File: src/rtl/ramp_adc_pkg.sv
// Package: shared widths and helpers for the ramp converter.
// Assumes: codes are unsigned; the full-scale code is all ones.
package ramp_adc_pkg;

    localparam int unsigned RAMP_CODE_W = 6;

    // Full-scale code for a given width
    function automatic logic [31:0] full_scale(input int unsigned width);
        return (32'd1 << width) - 32'd1;
    endfunction

endpackage

File: src/rtl/ramp_toggle_counter.sv
// Module: ramp_toggle_counter
// Counts upward by one per enabled clock. Each bit toggles when all lower
// bits are high. A clear request takes priority over counting.
// Assumes: the caller never counts past full scale (it clears there instead).
module ramp_toggle_counter #(
    parameter int unsigned WIDTH = ramp_adc_pkg::RAMP_CODE_W
) (
    input  logic             clk,
    input  logic             rst_n,
    input  logic             step_en,
    input  logic             clear,
    output logic [WIDTH-1:0] count_q
);

    logic [WIDTH:0]   lower_all_high;
    logic [WIDTH-1:0] toggle_mask;
    logic [WIDTH-1:0] count_d;

    assign lower_all_high[0] = 1'b1;

    // Per-bit toggle enables built as an AND chain over the lower bits
    genvar k;
    generate
        for (k = 0; k < WIDTH; k++) begin : g_bit
            assign lower_all_high[k+1] = lower_all_high[k] & count_q[k];
            assign toggle_mask[k]      = lower_all_high[k] & step_en;
            assign count_d[k]          = clear ? 1'b0 : (count_q[k] ^ toggle_mask[k]);
        end
    endgenerate

    // Count register
    always_ff @(posedge clk) begin
        if (!rst_n) count_q <= '0;
        else        count_q <= count_d;
    end

    assert_step_R2: assert property (@(posedge clk) disable iff (!rst_n)
        (step_en && !clear) |=> count_q == WIDTH'($past(count_q) + 1'b1));

    assert_clear_R4: assert property (@(posedge clk) disable iff (!rst_n)
        clear |=> count_q == '0);

endmodule

File: src/rtl/ramp_capture_reg.sv
// Module: ramp_capture_reg
// Parallel-load result register with a done strobe that follows each load.
// Assumes: load is a single-cycle decision made by the sequencer.
module ramp_capture_reg #(
    parameter int unsigned WIDTH = ramp_adc_pkg::RAMP_CODE_W
) (
    input  logic             clk,
    input  logic             rst_n,
    input  logic             load,
    input  logic [WIDTH-1:0] load_val,
    output logic [WIDTH-1:0] result_q,
    output logic             done_q
);

    // Result register: load on capture, hold otherwise
    always_ff @(posedge clk) begin
        if (!rst_n)    result_q <= '0;
        else if (load) result_q <= load_val;
    end

    // Done strobe: high for the cycle after a load
    always_ff @(posedge clk) begin
        if (!rst_n) done_q <= 1'b0;
        else        done_q <= load;
    end

    assert_hold_R9: assert property (@(posedge clk) disable iff (!rst_n)
        !load |=> $stable(result_q));

    assert_strobe_R5: assert property (@(posedge clk) disable iff (!rst_n)
        !load |=> !done_q);

endmodule

File: src/rtl/ramp_sequencer.sv
// Module: ramp_sequencer
// Decides, on each cycle, whether the ramp steps or captures and restarts.
// Capture happens when the comparator trips or the code is at full scale.
// Assumes: the comparator is sampled for the code present this cycle.
module ramp_sequencer #(
    parameter int unsigned WIDTH = ramp_adc_pkg::RAMP_CODE_W
) (
    input  logic [WIDTH-1:0] code,
    input  logic             cmp_ge,
    output logic             capture,
    output logic             step
);

    localparam logic [WIDTH-1:0] TOP_CODE = WIDTH'(ramp_adc_pkg::full_scale(WIDTH));

    logic at_top;

    // Capture / step decision
    always_comb begin
        at_top  = (code == TOP_CODE);
        capture = cmp_ge | at_top;
        step    = ~capture;
    end

endmodule

File: src/rtl/ramp_adc_ctrl.sv
// Module: ramp_adc_ctrl (top)
// Digital controller of a counting-ramp converter. The counter value drives
// the DAC. A comparator trip or full scale loads the result register, pulses
// done and restarts the ramp at zero.
// Assumes: the DAC settles within one clock and the comparator is synchronous.
module ramp_adc_ctrl #(
    parameter int unsigned CODE_W = ramp_adc_pkg::RAMP_CODE_W
) (
    input  logic              clk,
    input  logic              rst_n,
    input  logic              cmp_ge_i,
    output logic [CODE_W-1:0] dac_code_o,
    output logic [CODE_W-1:0] result_o,
    output logic              done_o
);

    localparam logic [CODE_W-1:0] TOP_CODE = CODE_W'(ramp_adc_pkg::full_scale(CODE_W));

    logic [CODE_W-1:0] code_q;
    logic              capture;
    logic              step;

    ramp_sequencer #(.WIDTH(CODE_W)) u_seq (
        .code    (code_q),
        .cmp_ge  (cmp_ge_i),
        .capture (capture),
        .step    (step)
    );

    ramp_toggle_counter #(.WIDTH(CODE_W)) u_cnt (
        .clk     (clk),
        .rst_n   (rst_n),
        .step_en (step),
        .clear   (capture),
        .count_q (code_q)
    );

    ramp_capture_reg #(.WIDTH(CODE_W)) u_cap (
        .clk      (clk),
        .rst_n    (rst_n),
        .load     (capture),
        .load_val (code_q),
        .result_q (result_o),
        .done_q   (done_o)
    );

    assign dac_code_o = code_q;

    assert_reset_R1: assert property (@(posedge clk)
        !rst_n |=> (dac_code_o == '0 && result_o == '0 && !done_o));

    assert_capture_R3: assert property (@(posedge clk) disable iff (!rst_n)
        cmp_ge_i |=> (done_o && result_o == $past(dac_code_o)));

    assert_restart_R4: assert property (@(posedge clk) disable iff (!rst_n)
        done_o |-> dac_code_o == '0);

    assert_top_capture_R8: assert property (@(posedge clk) disable iff (!rst_n)
        (dac_code_o == TOP_CODE) |=> (done_o && result_o == TOP_CODE && dac_code_o == '0));

endmodule

File: config.mk
export PLATFORM = sky130hd
export DESIGN_NAME = ramp_adc_ctrl
export DESIGN_NICKNAME = d
export VERILOG_FILES = /design/src/rtl/ramp_adc_pkg.sv /design/src/rtl/ramp_toggle_counter.sv /design/src/rtl/ramp_capture_reg.sv /design/src/rtl/ramp_sequencer.sv /design/src/rtl/ramp_adc_ctrl.sv
export SDC_FILE = /design/constraint.sdc
export NUM_CORES = 1
export LEC_CHECK = 0
export BUFFER_PORTS_ARGS = -buffer_cell sky130_fd_sc_hd__buf_2
export CORE_AREA = 5 5 42 44
export CTS_BUF_LIST = sky130_fd_sc_hd__clkbuf_2
export DETAILED_ROUTE_END_ITERATION = 8
export DIE_AREA = 0 0 47 49
export PLACE_DENSITY = 0.65
export SYNTH_ARGS = -nofsm -noshare
export SYNTH_HDL_FRONTEND = slang
export SYNTH_SLANG_ARGS = --single-unit
File: constraint.sdc
create_clock -name clk -period 1.8 [get_ports clk]
set_input_delay 0.18 -clock clk [delete_from_list [all_inputs] [get_ports clk]]
set_output_delay 0.18 -clock clk [all_outputs]
set_load 0.01 [all_outputs]
Word level (Yosys, flattened, before mapping)
Cells that the tools add are included.
Widths: inputs -> output; s select.

operators by class
  reduce and logical (&&, ||, !) cells = 1
  bitwise operators = 18
  equality and inequality tests = 1

operators by type and width
  operator            count
  $and 1x1->1         9
  $eq 6x6->1 const B  1
  $xor 1x1->1         6
  $not 1->1           2
  $reduce_or 2->1     1
  $or 1x1->1          1

word-level totals
  register bits after elaboration = 13
  output and inout bits = 13
  logic and storage cells = 23
  input bits = 3

Depth between registers and ports, before layout
Gate-level depths: netlist of run 1.

  depth in word-level cells = 6
  mapped depth = 4
  gate-level depth less buffers = 3

Cells and area by module
Synthesis of run 1 repeated with hierarchy kept, for this count alone.

unflattened totals
  cell total of the unflattened synthesis = 51
  area, all modules = 525.5 sq um

by module, submodules not included
  module               cells each  instances  sequential area each (sq um)  area an instance (sq um)
  ramp_capture_reg     21          1          140.1                         256.5
  ramp_toggle_counter  26          1          120.1                         241.5
  ramp_sequencer       4           1          0.0                           27.5

Worst setup path after synthesis of run 1
No wires, ideal clock.

  path type = register -> register
  start = register u_cnt.count_q[0]
  end = register u_cnt.count_q[5]
  data required time = 1.730 ns
  data arrival time = 1.034 ns
  slack = 0.696 ns
  buffers on the path = 0
  clock period less this slack = 1.104 ns
  setup time = 0.070 ns
  cell stages (with the launch flop) = 4
  cell sequence = dfxtp_1 nand3_1 or3_1 a21oi_1

on the way
  cells in the longest elaborated chain, start to end = 6
  elaborated cells between the ends (all ways) = 10
  classes of those cells = 1 x eq/ne; 8 x bitwise; 1 x reduce/logical

RTL lines
  item                       RTL line                   text
  from (decl)                ramp_toggle_counter.sv:12  output logic [WIDTH-1:0] count_q
  from (signal assigned)     ramp_toggle_counter.sv:34  else count_q <= count_d;
  $and 1x1->1 (4 in series)  ramp_toggle_counter.sv:25  assign lower_all_high[k+1] = lower_all_high[k] & count_q[k];
  $and 1x1->1                ramp_toggle_counter.sv:26  assign toggle_mask[k] = lower_all_high[k] & step_en;
  $xor 1x1->1                ramp_toggle_counter.sv:27  assign count_d[k] = clear ? 1'b0 : (count_q[k] ^ toggle_mask[k]);

Several ways; a longest one is shown, not always the timed one.
A chain may end at the register's enable or synchronous reset.

Final worst setup path of run 1
  start = register u_cnt.count_q[0]
  end = register u_cap.result_q[2]

on the way
  cells in the longest elaborated chain, start to end = 2

RTL lines
  item                  RTL line                text
  $eq 6x6->1            ramp_sequencer.sv:20    at_top = (code == TOP_CODE);
  $or 1x1->1            ramp_sequencer.sv:21    capture = cmp_ge | at_top;
  to (signal assigned)  ramp_capture_reg.sv:18  else if (load) result_q <= load_val;
  to (decl)             ramp_capture_reg.sv:11  output logic [WIDTH-1:0] result_q,

Every way passes these cells.

==> run_results.csv, run 1 <==
group,metric,value,unit
outcome,run_status,"completed",
detailed_routing,first_pass_iters,3,
synthesis,yosys_register_bits,13,
finish,diodes,0,
synthesis,synth_warnings,0,
power_and_ir_drop,power.switching,0.0001074,W
clock_network,cts_resized,0,
detailed_routing,drt_iter0_markers,10,
sta,rsz0062_at_grt,"false",
placement,port-buffer-count,15,
die,die_area,2303,µm²
clock_network,cts_sinks,13,
synthesis,netlist_area,503.0,µm²
sta,slew_headroom,80.77,%
detailed_routing,antenna_left,0,
sta,final-hold-violation-count,0,
power_and_ir_drop,power.density,768.2,nW/µm²
die,coreArea,1401,µm²
sta,period_minus_slack,1157,ps
clock_network,cts-root-buf,"clkbuf_2",
power_and_ir_drop,p_comb_share,5.5,%
sta,holdWs,216.9,ps
grt,antenna_found_initial,0,
detailed_routing,avgViaCountPerCell,4.741,
placement,gp_congestion,0.7071,
die,ioPinCount,16,
power_and_ir_drop,intPower,0.0003636,W
power_and_ir_drop,switching_share,22.81,%
clock_network,holdBufCountCts,0,
placement,place_hpwl,702.6,µm
grt,grt_pass1_wl,1531,µm
detailed_routing,vias,384,
detailed_routing,post_drt_wl_per_cell,11.63,µm
grt,grt.total_usage,9.278,%
sta,tns,0,ps
clock_network,insertion_delay,260,ps
clock_network,numCtsBuffers,3,
sta,fmax,864.4,MHz
setup_path,worstSetupStartpointType,"flip-flop",
finish,syn2layout_area_growth,21.89,%
synthesis,avgSynthCellArea,10.70,µm²
die,die_x,47,µm
synthesis,syn_inst,47,
synthesis,yosysSeqAreaShare,51.74,%
die,row_count,14,
grt,grt_overflow,0,
setup_path,worstPathArrival,1340,ps
power_and_ir_drop,peakVddDrop,0.4218,mV
detailed_routing,drc,0,
run,maxCapViolations,0,
setup_path,critical_path_class,"flip-flop to flip-flop",
setup_path,crit_path_end_kind,"flip-flop",
power_and_ir_drop,seqPwrFrac,63.1,%
sta,worstMarginPinSlew,288.1,ps
sta,post-route-period-util,64.27,%
die,fp.dieH,49,µm
finish,layout-drive-gt1-share,32.31,%
finish,nets,69,
sta,slew_viol_final,0,
clock_network,cts_tree,"yes",
grt,grt_max_degree,9,
detailed_routing,wl,942,µm
power_and_ir_drop,p_leak,0.2955,nW
clock_network,post_cts_buffers,0,
setup_path,crit_fanout,8,
power_and_ir_drop,clkPwrFrac,31.4,%
clock_network,h-tree-depth,1,
sta,finalClockSkew,1.717,ps
die,initial_utilization,35.89,%
synthesis,syn_nets,50,
grt,grt_pass1_vias,358,
clock_network,clock_path_buffers,2,
worst_hold_path,hp-class,"input pin to flip-flop",
sta,setup_violations,0,
setup_path,worstPathRequired,1990,ps
clock_network,clk_pin_slew_worst_paths,120,ps
synthesis,synth_cell_types,17,
per-stage QoR:
step / utilization, % / instances / setup slack [ps] / power, W / instance area, µm²
3_3_place_gp: 42.32 / 77 / 710.8 / 0.0003298 / 593.1
2_1_floorplan: - / 47 / 695.7 / 0.0003201 / 503.0
5_1_grt: 43.75 / 81 / 545.9 / 0.0004956 / 613.1
4_1_cts: 43.75 / 81 / 638.0 / 0.0004788 / 613.1
3_5_place_dp: 42.32 / 77 / 679.7 / 0.0003299 / 593.1
6_report: 43.75 / 81 / 643.2 / 0.0004710 / 613.1
worst max-delay path, cell delays in order (launching register included):
cell      delay [ps]
dfxtp_1          470
and3_2           270
nand4_4          140
a21boi_0         200
cell families (layout without fill, tap and decap cells):
group           count (synthesis)  after routing  share of synthesized area, %
compound gates                  9              9                         12.44
xor+xnor                        4              4                         6.966
mux                             6              6                         11.94
buf+inv                         2             20                         1.740
simple gates                   13             13                         15.18
flops                          13             13                         51.74
flip-flops by register name, summed over array words and instances, names as in the netlist:
register / cells
u_cap.result_q: 6
u_cnt.count_q: 6
u_cap.done_q: 1
cells in the final DEF, fill, tap and decap left out:
| master | Yosys | final |
|---|---|---|
| xor2_1 | 2 | 2 |
| clkbuf_2 | 0 | 4 |
| nand4_4 | 1 | 1 |
| nor2_1 | 5 | 5 |
| nand3_1 | 1 | 1 |
| a21boi_0 | 6 | 6 |
| nand2_1 | 3 | 3 |
| xnor2_1 | 2 | 2 |
| buf_2 | 1 | 15 |
| or3_1 | 1 | 1 |
| a21oi_1 | 1 | 1 |
| dfxtp_1 | 13 | 13 |
| a21boi_1 | 1 | 1 |
| inv_1 | 1 | 1 |
| mux2i_1 | 6 | 6 |
| and3_2 | 1 | 1 |
| o21ai_0 | 1 | 1 |
| nand4_1 | 1 | 1 |
power groups by stage:
stage / Clock, W / Combinational, W / Sequential, W
after floorplan: 0 / 0.0000147 / 0.000305
after global placement: 0 / 0.0000263 / 0.000303
after detailed placement: 0 / 0.0000263 / 0.000304
after CTS: 0.000155 / 0.0000263 / 0.000297
after global routing: 0.000169 / 0.0000287 / 0.000298
final: 0.000148 / 0.0000259 / 0.000297
cell type report:
type / count / area (µm²)
Sequential cell: 13 / 260.3
Fill cell: 146 / 788.3
Timing Repair Buffer: 15 / 75.07
Multi-Input combinational cell: 32 / 234.0
Tap cell: 16 / 20.02
Inverter: 1 / 3.754
Clock buffer: 4 / 20.02
worst paths after layout:
check                         startpoint                             end  slack [ps]  cells past startpoint
min                                rst_n  u_cap.result_q[5]$_SDFFE_PN0P_         220                      2
max          u_cnt.count_q[0]$_SDFF_PP0_  u_cap.result_q[2]$_SDFFE_PN0P_         640                      3
min reg2reg  u_cnt.count_q[0]$_SDFF_PP0_     u_cnt.count_q[0]$_SDFF_PP0_         550                      1
max reg2reg  u_cnt.count_q[0]$_SDFF_PP0_  u_cap.result_q[2]$_SDFFE_PN0P_         640                      3
metal layers:
metal  up-vias  track usage, %  share of wire, %
met1       173           12.53                49
met2        10           11.54                44
li1        201               -                 -
met5         -               0                 0
met4         0           5.530                 0
met3         0           4.428               7.3
cells in the mapped netlist:
cell type	count	area share, %
xnor2_1	2	3.5
nand4_1	1	1.2
and3_2	1	1.5
or3_1	1	1.2
inv_1	1	0.75
nand3_1	1	0.99
mux2i_1	6	12
a21boi_0	6	9.0
o21ai_0	1	0.99
xor2_1	2	3.5
nand2_1	3	2.2
dfxtp_1	13	52
a21boi_1	1	1.5
a21oi_1	1	0.99
buf_2	1	0.99
nand4_4	1	4.2
nor2_1	5	3.7
(Power assumes the default switching activity.)
==> run 2: changes to the inputs <==
- clock period: 1.8 -> 1.1 ns (I/O delays scaled with it)
==> run 2 against run 1 <==
Wire length grew 10%. Sequential power grew 63%. Final cell count grew 6.2%. First-iteration DRC count shrank 50%. Via count grew 7.0%. Clock power grew 64%. Final area grew 6.9%. Utilization grew 3.0 points. Critical path depth shrank 1. Sequential cell count is the same. Clock skew grew 3.9 ps. Global-route usage grew 1.8 points.
==> run_results.csv, run 2 (same netlist as run 1, synthesis figures left out) <==
group,metric,value,unit
die,fp.dieH,49,µm
finish,fill_cells,149,
clock_network,clock_path_buffers,2,
setup_path,worstPathRequired,990,ps
outcome,run_status,"completed",
placement,place_ws,99.24,ps
power_and_ir_drop,power.switching,0.0001935,W
power_and_ir_drop,clkPwrFrac,31.2,%
clock_network,insertion_delay,280,ps
power_and_ir_drop,seqPwrFrac,62.1,%
finish,diodes,0,
sta,setup_violations,0,
finish,nets,74,
detailed_routing,wl_met1,474,µm
setup_path,crit_path_end_kind,"primary output",
grt,grt_pass1_wl,1800,µm
setup_path,path_cells,"buf_4 > buf_2",
detailed_routing,drc,0,
grt,grt_max_degree,9,
sta,worstMarginPinSlew,210.7,ps
setup_path,crit_fanout,5,
finish,layout_common_cells,"buf_2 (15), dfxtp_1 (9), mux2i_1 (6)",
sta,period_minus_slack,1026,ps
worst_hold_path,hp-class,"input pin to flip-flop",
clock_network,cts_sinks,13,
power_and_ir_drop,power.density,1188,nW/µm²
power_and_ir_drop,peakVddDrop,0.6183,mV
sta,rsz0062_at_grt,"false",
sta,holdWs,123.9,ps
clock_network,numCtsBuffers,3,
grt,grt_overflow,0,
clock_network,post_cts_buffers,0,
detailed_routing,vias,411,
die,ioPinCount,16,
finish,seqCellArea,265.3,µm²
die,initial_utilization,35.89,%
placement,port-buffer-count,15,
placement,place_hpwl,777.1,µm
power_and_ir_drop,intPower,0.0005857,W
die,coreArea,1401,µm²
grt,grt_pass1_vias,434,
sta,worst_slack,73.52,ps
finish,syn2layout_area_growth,30.35,%
detailed_routing,wl,1040,µm
finish,layout-drive-gt1-share,42.86,%
finish,mostFrequentLayoutCell,"buf_2",
placement,gp_congestion,0.7131,
sta,final-hold-violation-count,0,
finish,multi_input_area,234.0,µm²
die,die_area,2303,µm²
clock_network,cts_tree,"yes",
sta,slew_headroom,85.92,%
setup_path,crit_path_top_delay_cell,"dfxtp_2",
detailed_routing,first_pass_iters,4,
grt,grt.total_usage,11.04,%
run,maxCapViolations,0,
sta,tns,0,ps
clock_network,cts-root-buf,"clkbuf_2",
detailed_routing,antenna_left,0,
detailed_routing,avgViaCountPerCell,4.779,
clock_network,h-tree-depth,1,
sta,finalClockSkew,5.601,ps
setup_path,rrSetupSlack,90,ps
setup_path,worstSetupStartpointType,"flip-flop",
finish,largestRegisters,"u_cap.result_q: 6 flops, u_cnt.count_q: 6 flops, u_cap.done_q: 1 flops",
setup_path,worstPathArrival,920,ps
power_and_ir_drop,p_leak,0.3246,nW
detailed_routing,route.met2.wl,456,µm
clock_network,clk_pin_slew_worst_paths,130,ps
grt,antenna_found_initial,0,
power_and_ir_drop,switching_share,24.83,%
die,row_count,14,
setup_path,critical_path_class,"flip-flop to primary output",
detailed_routing,drt_iter0_markers,5,
sta,post-route-period-util,93.32,%
detailed_routing,post_drt_wl_per_cell,12.09,µm
detailed_routing,wl_met3,80,µm
sta,fmax,974.2,MHz
setup_path,max_stage_delay,360,ps
power_and_ir_drop,p_comb_share,6.7,%
detailed_routing,top_layer_used,"met4",
die,die_x,47,µm
sta,slew_viol_final,0,
[run 2: power groups by stage]
stage	Combinational, W	Clock, W	Sequential [W]
2_1_floorplan	0.0000241	0	0.000500
3_3_place_gp	0.0000520	0	0.000493
3_5_place_dp	0.0000526	0	0.000494
4_1_cts	0.0000527	0.000260	0.000484
5_1_grt	0.0000577	0.000284	0.000485
6_report	0.0000524	0.000243	0.000484
[run 2: worst max-delay path: cells and delay by family, from the launching register on]
family | cells | cell delay [ps]
DFF | 1 | 360
buffers and inverters | 2 | 290
[run 2: layout make-up]
| cell class | instances | share of cell area (%) |
|---|---|---|
| inverters | 1 | 0.5725 |
| clock buffers | 3 | 2.290 |
| well taps | 16 | 3.053 |
| multi-input cells | 32 | 35.69 |
| flip-flops and latches | 13 | 40.46 |
| clock inverters | 1 | 0.7634 |
| repair buffers | 20 | 17.18 |
[run 2: stage by stage]
| step | cells | utilization (%) | instance area, µm² | total power [W] |
|---|---|---|---|---|
| after global placement | 82 | 45.09 | 631.9 | 0.0005455 |
| after floorplan | 47 | - | 504.2 | 0.0005242 |
| after CTS | 86 | 46.61 | 653.1 | 0.0007967 |
| final | 86 | 46.79 | 655.6 | 0.0007792 |
| after global routing | 86 | 46.79 | 655.6 | 0.0008273 |
| after detailed placement | 82 | 45.09 | 631.9 | 0.0005466 |
[run 2: repair_timing]
action,CTS,global route
hold buffers,0,0
resized for setup,1,3
endpoints found under the setup margin,1,7
[run 2: path summary, 6_finish.rpt]
path                               startpoint                              to  depth (start not counted)
setup / recovery  u_cnt.count_q[0]$_SDFF_PP0_                   dac_code_o[0]                          2
hold reg to reg   u_cnt.count_q[5]$_SDFF_PP0_     u_cnt.count_q[5]$_SDFF_PP0_                          2
setup reg to reg  u_cnt.count_q[2]$_SDFF_PP0_     u_cnt.count_q[5]$_SDFF_PP0_                          3
hold / removal                          rst_n  u_cap.result_q[0]$_SDFFE_PN0P_                          2
[run 2: per-layer routing]
| layer | track usage, % | vias to the layer above |
|---|---|---|
| li1 | - | 208 |
| met1 | 13.62 | 186 |
| met2 | 15.16 | 14 |
| met3 | 3.690 | 3 |
| met4 | 8.295 | 0 |
| met5 | 0 | - |
